**src/rtl/shc_pkg.sv**
```systemverilog
package shc_pkg;

    localparam int unsigned DATA_W_DEF     = 32;
    localparam int unsigned AMT_REG_W_DEF  = 32;
    localparam int unsigned AMT_USED_W_DEF = 8;

    // Operation encoding seen at the port
    typedef enum logic [1:0] {
        SHK_LSL = 2'b00,
        SHK_LSR = 2'b01,
        SHK_ASR = 2'b10,
        SHK_ROR = 2'b11
    } shift_kind_e;

    // Distance class relative to the word width
    typedef enum logic [1:0] {
        RNG_NONE    = 2'd0,   // distance is zero
        RNG_PARTIAL = 2'd1,   // 1 .. width-1
        RNG_EXACT   = 2'd2,   // exactly width
        RNG_BEYOND  = 2'd3    // above width
    } amt_class_e;

    typedef struct packed {
        amt_class_e cls;
        logic       mod_zero;  // low log2(width) bits are zero
    } amt_info_t;

    // How vacated bit positions are filled in the barrel
    typedef enum logic [1:0] {
        FILL_ZERO = 2'd0,
        FILL_SIGN = 2'd1,
        FILL_WRAP = 2'd2
    } fill_e;

    function automatic fill_e kind_fill(input shift_kind_e k);
        case (k)
            SHK_ASR: return FILL_SIGN;
            SHK_ROR: return FILL_WRAP;
            default: return FILL_ZERO;
        endcase
    endfunction

endpackage

```
**src/rtl/shc_amount_decode.sv**
```systemverilog
module shc_amount_decode
    import shc_pkg::*;
#(
    parameter int unsigned DATA_W     = DATA_W_DEF,
    parameter int unsigned AMT_USED_W = AMT_USED_W_DEF,
    localparam int unsigned SH_W      = $clog2(DATA_W)
) (
    input  logic [AMT_USED_W-1:0] amt_i,
    output amt_info_t             info_o,
    output logic [SH_W-1:0]       step_o
);
    localparam logic [AMT_USED_W-1:0] WIDTH_AMT = AMT_USED_W'(DATA_W);

    logic [SH_W-1:0] low_r;
    assign low_r = amt_i[SH_W-1:0];

    always_comb begin
        info_o.mod_zero = (low_r == '0);
        if (amt_i == '0)
            info_o.cls = RNG_NONE;
        else if (amt_i < WIDTH_AMT)
            info_o.cls = RNG_PARTIAL;
        else if (amt_i == WIDTH_AMT)
            info_o.cls = RNG_EXACT;
        else
            info_o.cls = RNG_BEYOND;
    end

    // Barrel runs one short; a final single-bit stage yields the carry.
    assign step_o = low_r - SH_W'(1);

endmodule

```
**src/rtl/shc_barrel.sv**
```systemverilog
module shc_barrel
    import shc_pkg::*;
#(
    parameter int unsigned DATA_W = DATA_W_DEF,
    localparam int unsigned SH_W  = $clog2(DATA_W)
) (
    input  logic [DATA_W-1:0] data_i,
    input  logic [SH_W-1:0]   step_i,
    input  fill_e             fill_i,
    input  logic              reverse_i,
    output logic [DATA_W-1:0] res_o,
    output logic              carry_o
);
    logic              sign_b;
    logic [DATA_W-1:0] pre;
    logic [DATA_W-1:0] stg [SH_W+1];
    logic [DATA_W-1:0] last;
    logic              last_fill;

    assign sign_b = data_i[DATA_W-1];

    // Left shifts run as right shifts on a bit-reversed word.
    for (genvar i = 0; i < DATA_W; i++) begin : g_pre
        assign pre[i] = reverse_i ? data_i[DATA_W-1-i] : data_i[i];
    end

    assign stg[0] = pre;

    for (genvar s = 0; s < SH_W; s++) begin : g_stage
        localparam int unsigned D = 1 << s;
        logic [D-1:0] fill_v;
        assign fill_v = (fill_i == FILL_WRAP) ? stg[s][D-1:0] :
                        (fill_i == FILL_SIGN) ? {D{sign_b}}   : '0;
        assign stg[s+1] = step_i[s] ? {fill_v, stg[s][DATA_W-1:D]} : stg[s];
    end

    assign last_fill = (fill_i == FILL_WRAP) ? stg[SH_W][0] :
                       (fill_i == FILL_SIGN) ? sign_b       : 1'b0;
    assign last      = {last_fill, stg[SH_W][DATA_W-1:1]};
    assign carry_o   = stg[SH_W][0];

    for (genvar i = 0; i < DATA_W; i++) begin : g_post
        assign res_o[i] = reverse_i ? last[DATA_W-1-i] : last[i];
    end

endmodule

```
**src/rtl/shc_edge_select.sv**
```systemverilog
module shc_edge_select
    import shc_pkg::*;
#(
    parameter int unsigned DATA_W = DATA_W_DEF
) (
    input  shift_kind_e       kind_i,
    input  amt_info_t         info_i,
    input  logic [DATA_W-1:0] data_i,
    input  logic              carry_i,
    input  logic [DATA_W-1:0] brl_res_i,
    input  logic              brl_carry_i,
    output logic [DATA_W-1:0] res_o,
    output logic              carry_o
);
    logic msb;
    assign msb = data_i[DATA_W-1];

    always_comb begin
        res_o   = brl_res_i;
        carry_o = brl_carry_i;
        if (info_i.cls == RNG_NONE) begin
            res_o   = data_i;
            carry_o = carry_i;
        end else begin
            case (kind_i)
                SHK_LSL: if (info_i.cls != RNG_PARTIAL) begin
                    res_o   = '0;
                    carry_o = (info_i.cls == RNG_EXACT) ? data_i[0] : 1'b0;
                end
                SHK_LSR: if (info_i.cls != RNG_PARTIAL) begin
                    res_o   = '0;
                    carry_o = (info_i.cls == RNG_EXACT) ? msb : 1'b0;
                end
                SHK_ASR: if (info_i.cls != RNG_PARTIAL) begin
                    res_o   = {DATA_W{msb}};
                    carry_o = msb;
                end
                default: if (info_i.mod_zero) begin
                    res_o   = data_i;
                    carry_o = msb;
                end
            endcase
        end
    end

    // logical shifts at or past the width clear the word
    always_comb begin
        if ((kind_i == SHK_LSL || kind_i == SHK_LSR) &&
            (info_i.cls == RNG_EXACT || info_i.cls == RNG_BEYOND)) begin
            logical_flush_chk: assert (res_o == '0)
                else $error("logical shift past width left bits set");
        end
    end

endmodule

```
**src/rtl/shc_reg_shifter.sv**
```systemverilog
module shc_reg_shifter
    import shc_pkg::*;
#(
    parameter int unsigned DATA_W     = DATA_W_DEF,
    parameter int unsigned AMT_REG_W  = AMT_REG_W_DEF,
    parameter int unsigned AMT_USED_W = AMT_USED_W_DEF,
    localparam int unsigned SH_W      = $clog2(DATA_W)
) (
    input  logic [DATA_W-1:0]    opnd_i,
    input  logic [AMT_REG_W-1:0] amt_reg_i,
    input  logic [1:0]           kind_i,
    input  logic                 carry_i,
    output logic [DATA_W-1:0]    result_o,
    output logic                 carry_o
);
    shift_kind_e           kind;
    amt_info_t             info;
    logic [SH_W-1:0]       step;
    logic [DATA_W-1:0]     brl_res;
    logic                  brl_carry;
    logic [AMT_USED_W-1:0] amt;
    logic                  unused_amt_hi;

    // only the low byte forms the distance
    assign amt           = amt_reg_i[AMT_USED_W-1:0];
    assign unused_amt_hi = ^amt_reg_i[AMT_REG_W-1:AMT_USED_W];
    // port encoding maps directly onto the enum
    assign kind          = shift_kind_e'(kind_i);

    shc_amount_decode #(.DATA_W(DATA_W), .AMT_USED_W(AMT_USED_W)) dec_i (
        .amt_i  (amt),
        .info_o (info),
        .step_o (step)
    );

    shc_barrel #(.DATA_W(DATA_W)) brl_i (
        .data_i    (opnd_i),
        .step_i    (step),
        .fill_i    (kind_fill(kind)),
        .reverse_i (kind == SHK_LSL),
        .res_o     (brl_res),
        .carry_o   (brl_carry)
    );

    shc_edge_select #(.DATA_W(DATA_W)) sel_i (
        .kind_i      (kind),
        .info_i      (info),
        .data_i      (opnd_i),
        .carry_i     (carry_i),
        .brl_res_i   (brl_res),
        .brl_carry_i (brl_carry),
        .res_o       (result_o),
        .carry_o     (carry_o)
    );

    always_comb begin

        if (amt == '0) begin
            zero_amt_chk: assert (result_o == opnd_i && carry_o == carry_i)
                else $error("zero distance altered word or carry");
        end

        if (kind_i == 2'b11) begin
            rotate_pop_chk: assert ($countones(result_o) == $countones(opnd_i))
                else $error("rotate changed population count");
        end

        if (kind_i == 2'b10 && amt >= AMT_USED_W'(DATA_W)) begin
            asr_fill_chk: assert ((result_o == '0 || result_o == '1) &&
                                  result_o[0] == opnd_i[DATA_W-1] &&
                                  carry_o == opnd_i[DATA_W-1])
                else $error("large arithmetic shift not sign filled");
        end

        if (kind_i == 2'b01 && amt != '0) begin
            lsr_msb_chk: assert (result_o[DATA_W-1] == 1'b0)
                else $error("logical right shift kept top bit");
        end
    end

endmodule

```
**config.mk**
```make
export PLATFORM = sky130hd
export DESIGN_NAME = shc_reg_shifter
export DESIGN_NICKNAME = d
export VERILOG_FILES = /design/src/rtl/shc_pkg.sv /design/src/rtl/shc_amount_decode.sv /design/src/rtl/shc_barrel.sv /design/src/rtl/shc_edge_select.sv /design/src/rtl/shc_reg_shifter.sv
export SDC_FILE = /design/constraint.sdc
export NUM_CORES = 1
export LEC_CHECK = 0
export CORE_ASPECT_RATIO = 1.25
export CORE_UTILIZATION = 54
export DETAILED_ROUTE_END_ITERATION = 16
export GPL_TIMING_DRIVEN = 0
export PLACE_DENSITY_LB_ADDON = 0.25
export SYNTH_ARGS = -nofsm -noshare
export SYNTH_HDL_FRONTEND = slang
export SYNTH_SLANG_ARGS = --single-unit
```
**constraint.sdc**
```tcl
create_clock -name vclk -period 9
set_input_delay 1.8 -clock vclk [all_inputs]
set_output_delay 1.8 -clock vclk [all_outputs]
set_load 0.01 [all_outputs]
```
**Yosys cells after proc, flatten, opt, wreduce, memory -nomap -nowiden**

Index checks and enable logic that the tools add are counted.

- Output and inout port bits: 33
- Bits in writable memories: 0
- Memories kept: 0
- Memory bits (read-only): 0
- Bits in registers: 0
- Input port bits: 67
- Latch bits: 0
- Logic and storage cells: 112

- Divide/modulo/power cells: 0
- Reduce and logical (&&, ||, !) cells: 5
- Bitwise logic cells: 0
- Equality and inequality tests: 8
- Order comparisons: 1
- Shifts and indexed selects: 0
- $add $sub $neg: 1
- Muxes and demuxes: 97
- $mul: 0

Operators with widths:

| kind | number |
|---|---|
| 32-bit two-way mux | 9 |
| 1-bit two-way mux | 75 |
| 32-bit case mux with 2 select lines | 1 |
| 16-bit two-way mux | 2 |
| 8-bit two-way mux | 2 |
| 2-bit equality test (second input constant) | 4 |
| 8-bit by 6-bit equality test with 1-bit output (second input constant) | 1 |
| 8-bit zero test | 1 |
| 8-bit by 6-bit less-than comparator with 1-bit output (second input constant) | 1 |
| 2-bit two-way mux | 4 |
| 4-bit two-way mux | 2 |
| 5-bit zero test | 1 |
| 5-bit by 1-bit subtractor with 5-bit output (second input constant) | 1 |
| 2-bit by 1-bit equality test with 1-bit output (second input constant) | 2 |
| 2-bit zero test | 2 |
| 2-bit case mux with 2 select lines | 1 |
| 1-bit case mux with 3 select lines | 1 |
| 2-bit by 1-bit inequality test with 1-bit output (second input constant) | 1 |
| 2-bit OR reduction | 1 |

**Logic depth before layout (Yosys ltp)**

- Depth in word-level cells: 19
- Depth in mapped cells: 14
- Mapped depth without buffers: 9

**Modules after synthesis**

From an unflattened synthesis, not the netlist that was laid out.

- Cells, all modules: 566
- Area total of the unflattened synthesis: 4793.3 um2

Modules (own cells, without submodules):

| module | seq. area each (um2) | times used | cells an instance | area an instance (um2) |
|---|---|---|---|---|
| shc_barrel | 0.0 | 1 | 483 | 4112.7 |
| shc_edge_select | 0.0 | 1 | 67 | 569.3 |
| shc_amount_decode | 0.0 | 1 | 13 | 91.3 |
| shc_reg_shifter | 0.0 | 1 | 3 | 20.0 |

**Worst setup path before layout**

OpenSTA, ideal clock, no wires.

- Path type: input to output
- Start point: input amt_reg_i[0]
- End point: output result_o[1]
- Required time: 7.200 ns
- Buffers on the path: 5
- Path slack: 2.030 ns
- Stages: 14
- Data arrival time: 5.170 ns
- Cell sequence: inv_1 buf_1 clkbuf_1 ha_1 buf_2 inv_1 clkbuf_1 clkbuf_1 mux4_2 mux4_2 mux2i_1 nor2_1 a211oi_1 o221ai_1

- Cells in the longest elaborated chain, start to end: 11
- Elaborated cells on any way between the ends: 25
- Classes of those cells: 1 x add/sub; 1 x order compare; 2 x eq/ne; 18 x mux; 3 x reduce/logical

Ends and longest elaborated chain:

| element | line | RTL |
|---|---|---|
| start, declared | shc_reg_shifter.sv:10 | `input logic [AMT_REG_W-1:0] amt_reg_i,` |
| 5-bit by 1-bit subtractor with 5-bit output | shc_amount_decode.sv:30 | `assign step_o = low_r - SH_W'(1);` |
| 32-bit two-way mux | shc_barrel.sv:34 | `assign stg[s+1] = step_i[s] ? {fill_v, stg[s][DATA_W-1:D]} : stg[s];` |
| 2-bit two-way mux or 32-bit two-way mux (tied branches) | shc_barrel.sv:32, shc_barrel.sv:34 |  |
| 32-bit two-way mux or 4-bit two-way mux (tied branches) | shc_barrel.sv:34, shc_barrel.sv:32 |  |
| 32-bit two-way mux or 8-bit two-way mux (tied branches) | shc_barrel.sv:34, shc_barrel.sv:32 |  |
| 32-bit two-way mux or 16-bit two-way mux (tied branches) | shc_barrel.sv:34, shc_barrel.sv:32 |  |
| 32-bit two-way mux | shc_barrel.sv:34 |  |
| 1-bit two-way mux | shc_barrel.sv:43 | `assign res_o[i] = reverse_i ? last[DATA_W-1-i] : last[i];` |
| 32-bit two-way mux, on equally long branches | n/a |  |
| 32-bit case mux with 2 select lines | shc_edge_select.sv:25 | `case (kind_i)` |
| 32-bit two-way mux * | shc_edge_select.sv:21 | `if (info_i.cls == RNG_NONE) begin` |
| end, declared | shc_reg_shifter.sv:13 | `output logic [DATA_W-1:0] result_o,` |

Every way passes the cells marked *; elsewhere a longest branch is shown, timed or not.

**Worst setup path in the final report**

- Start point: input amt_reg_i[0]
- End point: output result_o[27]

- Cells in the longest elaborated chain, start to end: 11
- Elaborated cells on any way between the ends: 24
- Classes of those cells: 1 x add/sub; 1 x order compare; 2 x eq/ne; 17 x mux; 3 x reduce/logical

Ends and longest elaborated chain:

| element | line |
|---|---|
| 5-bit by 1-bit subtractor with 5-bit output | shc_amount_decode.sv:30 |
| 32-bit two-way mux (2 in a row) | shc_barrel.sv:34 |
| 4-bit two-way mux or 32-bit two-way mux (tied branches) | shc_barrel.sv:32, shc_barrel.sv:34 |
| 32-bit two-way mux or 8-bit two-way mux (tied branches) | shc_barrel.sv:34, shc_barrel.sv:32 |
| 32-bit two-way mux or 16-bit two-way mux (tied branches) | shc_barrel.sv:34, shc_barrel.sv:32 |
| 32-bit two-way mux | shc_barrel.sv:34 |
| 1-bit two-way mux | shc_barrel.sv:43 |
| 32-bit two-way mux, on equally long branches | n/a |
| 32-bit case mux with 2 select lines | shc_edge_select.sv:25 |
| 32-bit two-way mux * | shc_edge_select.sv:21 |

Marked as above.

==> run summary <==
The final critical-path required period came out at ~9.0 ns. The global-route wire length before repair is roughly 29000 µm. The final number of max-transition violations came out at 0. The cell leakage power came out at around 1.6 nW.

In this run the cell area of the synthesized design comes to between 3000 and 4000 µm². For this run, design rule violations remaining after detail routing come to 0. The launching element type of the critical path is an input port. The number of flip-flops and latches came out at 0. The count of clock-net buffers in the final layout is 0. The instance count of the mapped netlist came out at 490. The count of yosys warnings during synthesis came out at 0. For this run, the top clock speed supported by timing is ~110 MHz. The area of the core came out at between 6000 and 7000 µm². The part of the cycle the worst path needs came out at 100%.

Setup violations remaining at the end of the flow were counted as 1. The count of TritonRoute iterations in the first routing pass came out at 8. The routability congestion estimate came out at about 1.2. The switching share of total power is between 50% and 60%. Yosys attributes the largest share of cell area to sky130_fd_sc_hd__mux4_2, sky130_fd_sc_hd__a21oi_1, sky130_fd_sc_hd__mux2i_1. The max-capacitance violation count came out at 0. The repair_antennas step left the layout with diodes totalling 0. The clock network is responsible for 0% of the overall power. STA puts the critical path data required time at roughly 7 ns.

The share of Yosys cell area claimed by the top area cell type is a little over a quarter. The largest net degree at the start of global routing came out at 11. The overall fraction of global-route tracks in use came out at between 50% and 60%. The total of buffers placed on input and output ports is 73. The data arrival time of the worst path came out at 7.24 ns.

After detailed routing, the number of vias per cell comes to ~8.5. The flow ran to the end, but the final reports show violations. The number of nets produced by synthesis came out at 558. The antenna violation net count after detailed routing is 0. The via count of the first global-routing pass came to a little over 5000.

After synthesis, the mean cell area works out to ~7.6 µm². Summed over all nets, the switching power comes to ~0.26 mW. Setup slack on the critical path of the routed design comes to -0.0449 ns. The number of fillers in the final layout is 546. The cell with the largest stage delay on the worst path is sky130_fd_sc_hd__o311ai_0.

Leaving out fill and tap cells, the most frequent cells in the layout are sky130_fd_sc_hd__clkdlybuf4s50_1, sky130_fd_sc_hd__nand2_1, sky130_fd_sc_hd__a21oi_1, sky130_fd_sc_hd__mux4_2, sky130_fd_sc_hd__nor2_1. The area of the die came out at 7260 µm². Headroom to the max-slew limit came out at between 20 and 30%. Pin placement for this block handled 100 I/O pins. The synthesis-to-finish area growth is 22.8%.

The total power density per cell area came out at between 90 and 100 nW/µm². The peak fanout along the critical path is 10. The per-cell routed wire length is ~30 µm. The transition time at the pin with the least slew margin came out at 1.10 ns. The number of buffers inserted for hold repair after clock tree synthesis is 0.

The post-layout net count came out at roughly 630. The aggregate global routing overflow is 0. Measured along the x axis, the die boundary spans 76.4 µm. The most common library cell in the layout ignoring fill and taps is sky130_fd_sc_hd__clkdlybuf4s50_1.

STA classifies the critical path endpoint as a primary output. The setup total negative slack is -0.0449 ns. The critical path goes through clkdlybuf4s50_1 > inv_1 > buf_1 > clkbuf_2 > ha_1 > buf_2 > clkbuf_2 > buf_2 > buf_1 > o311ai_0 > a21oi_1 > nor3_1 > a211oi_1 > a2111o_1 > clkdlybuf4s50_1. The cell type group with the largest total delay on the critical path is buffers and inverters. The internal power contribution came out at around 0.18 mW. The share of power burned in combinational logic came out at between 90% and 100%. The worst-case vdd ir drop came out at between 0.05 and 0.06 mV. The final number of hold-violating endpoints is 0.

The largest total area in the synthesized netlist belongs to sky130_fd_sc_hd__mux4_2. The tightest min-delay check is of the in -> out type. The sequential cell area fraction in the yosys report is 0%. After legalization and detailed placement, the total HPWL measured 14600 µm. The post-route core utilization is a little over two thirds. The height of the chip came out at about 95 µm.

The area taken by flip-flops and latches came out at 0 µm². The effective utilization at floorplan came out at 56.6%. The total via count in the routed design came out at 5498.

In this run, distinct cell masters in the synthesized netlist total 67. The checks that failed: setup timing. The detailed router finished its first iteration with between 900 and 1000 violations. The number of antenna violations at the first check in global routing is 0.

The share of post-route cells with drive strength above 1 came out at between 10% and 20%. The total buffers and inverters traversed by the critical path is 9. The kind of critical path is in -> out. The highest cell delay on the worst timing path is 1.00 ns. The count of standard-cell rows is 33. Setup repair after global routing left no endpoint under its margin. Wires add up to 19000 µm. The share of total power dissipated in sequential elements is 0%.
worst paths after layout:
path    startpoint  slack, ns      endpoint  cells after the start
max   amt_reg_i[0]      -0.04  result_o[27]                     15
min     opnd_i[31]       4.46  result_o[31]                      4
metrics by stage:
step | instances | setup WS (ns) | hold WS, ns | instance area, µm² | total power [mW]
floorplan | 490 | 2.03 | 3.74 | 3740 | 0.253
global placement | 650 | 0.108 | 4.47 | 4580 | 0.407
detailed placement | 650 | 0.0774 | 4.47 | 4580 | 0.409
CTS | 650 | 0.0701 | 4.47 | 4580 | 0.411
global route | 649 | 0.0575 | 4.55 | 4590 | 0.448
finish | 649 | -0.0449 | 4.46 | 4590 | 0.437
per-layer routing:
metal  GRT usage (%)  wire [µm]  vias to the layer above
met5               0          0                        -
met1            62.4       6020                     2473
met2            80.8       8030                      626
met4            42.8       1940                        0
li1                -          -                     2185
met3            12.5       3020                      214
power groups by stage:
stage	combinational, mW	sequential (mW)	clock (mW)
after floorplan	0.253	0	0
after global placement	0.407	0	0
after detailed placement	0.409	0	0
after CTS	0.411	0	0
after global routing	0.448	0	0
final	0.437	0	0
timing repair:
item,4_1_cts,5_1_grt
endpoints found under the hold margin,0,0
endpoints found under the setup margin,0,31
resized for setup,0,5
setup buffers,0,0
cell type report:
class | instances | area, µm² | area share [%]
Buffer | 46 | 206 | 4.49
Inverter | 6 | 22.5 | 0.490
Multi-Input combinational cell | 437 | 3520 | 76.7
Tap cell | 87 | 109 | 2.37
Timing Repair Buffer | 73 | 731 | 15.9
Yosys cell counts (all sizes together), types with 3 or more instances:
cell and count:
a21o 12, and3 3, a22oi 23, o2bb2ai 3, a211o 5, or3 5
a221o 6, o31ai 3, xor2 3, a21oi 47, nand2 50, nor2 37
nand3 7, or2 4, clkbuf 33, xnor2 3, a31oi 4, o21ai 38
nand4 6, inv 6, a211oi 6, o21a 3, mux2 8, nor3 13
mux2i 19, o22ai 15, buf 14, a221oi 13, mux4 44, o221ai 6
o211ai 11
cells by family after synthesis:
group                      Yosys count  synth area share, %
muxes                               71                 34.2
xor gates and xnor gates             6                 1.41
adders and majority gates            1                0.335
buffers and inverters               53                 6.16
AOI/OAI and AO/OA                  217                 39.7
and+or+nand+nor                    142                 18.2
No activity file was read; power rests on OpenSTA's default activity.
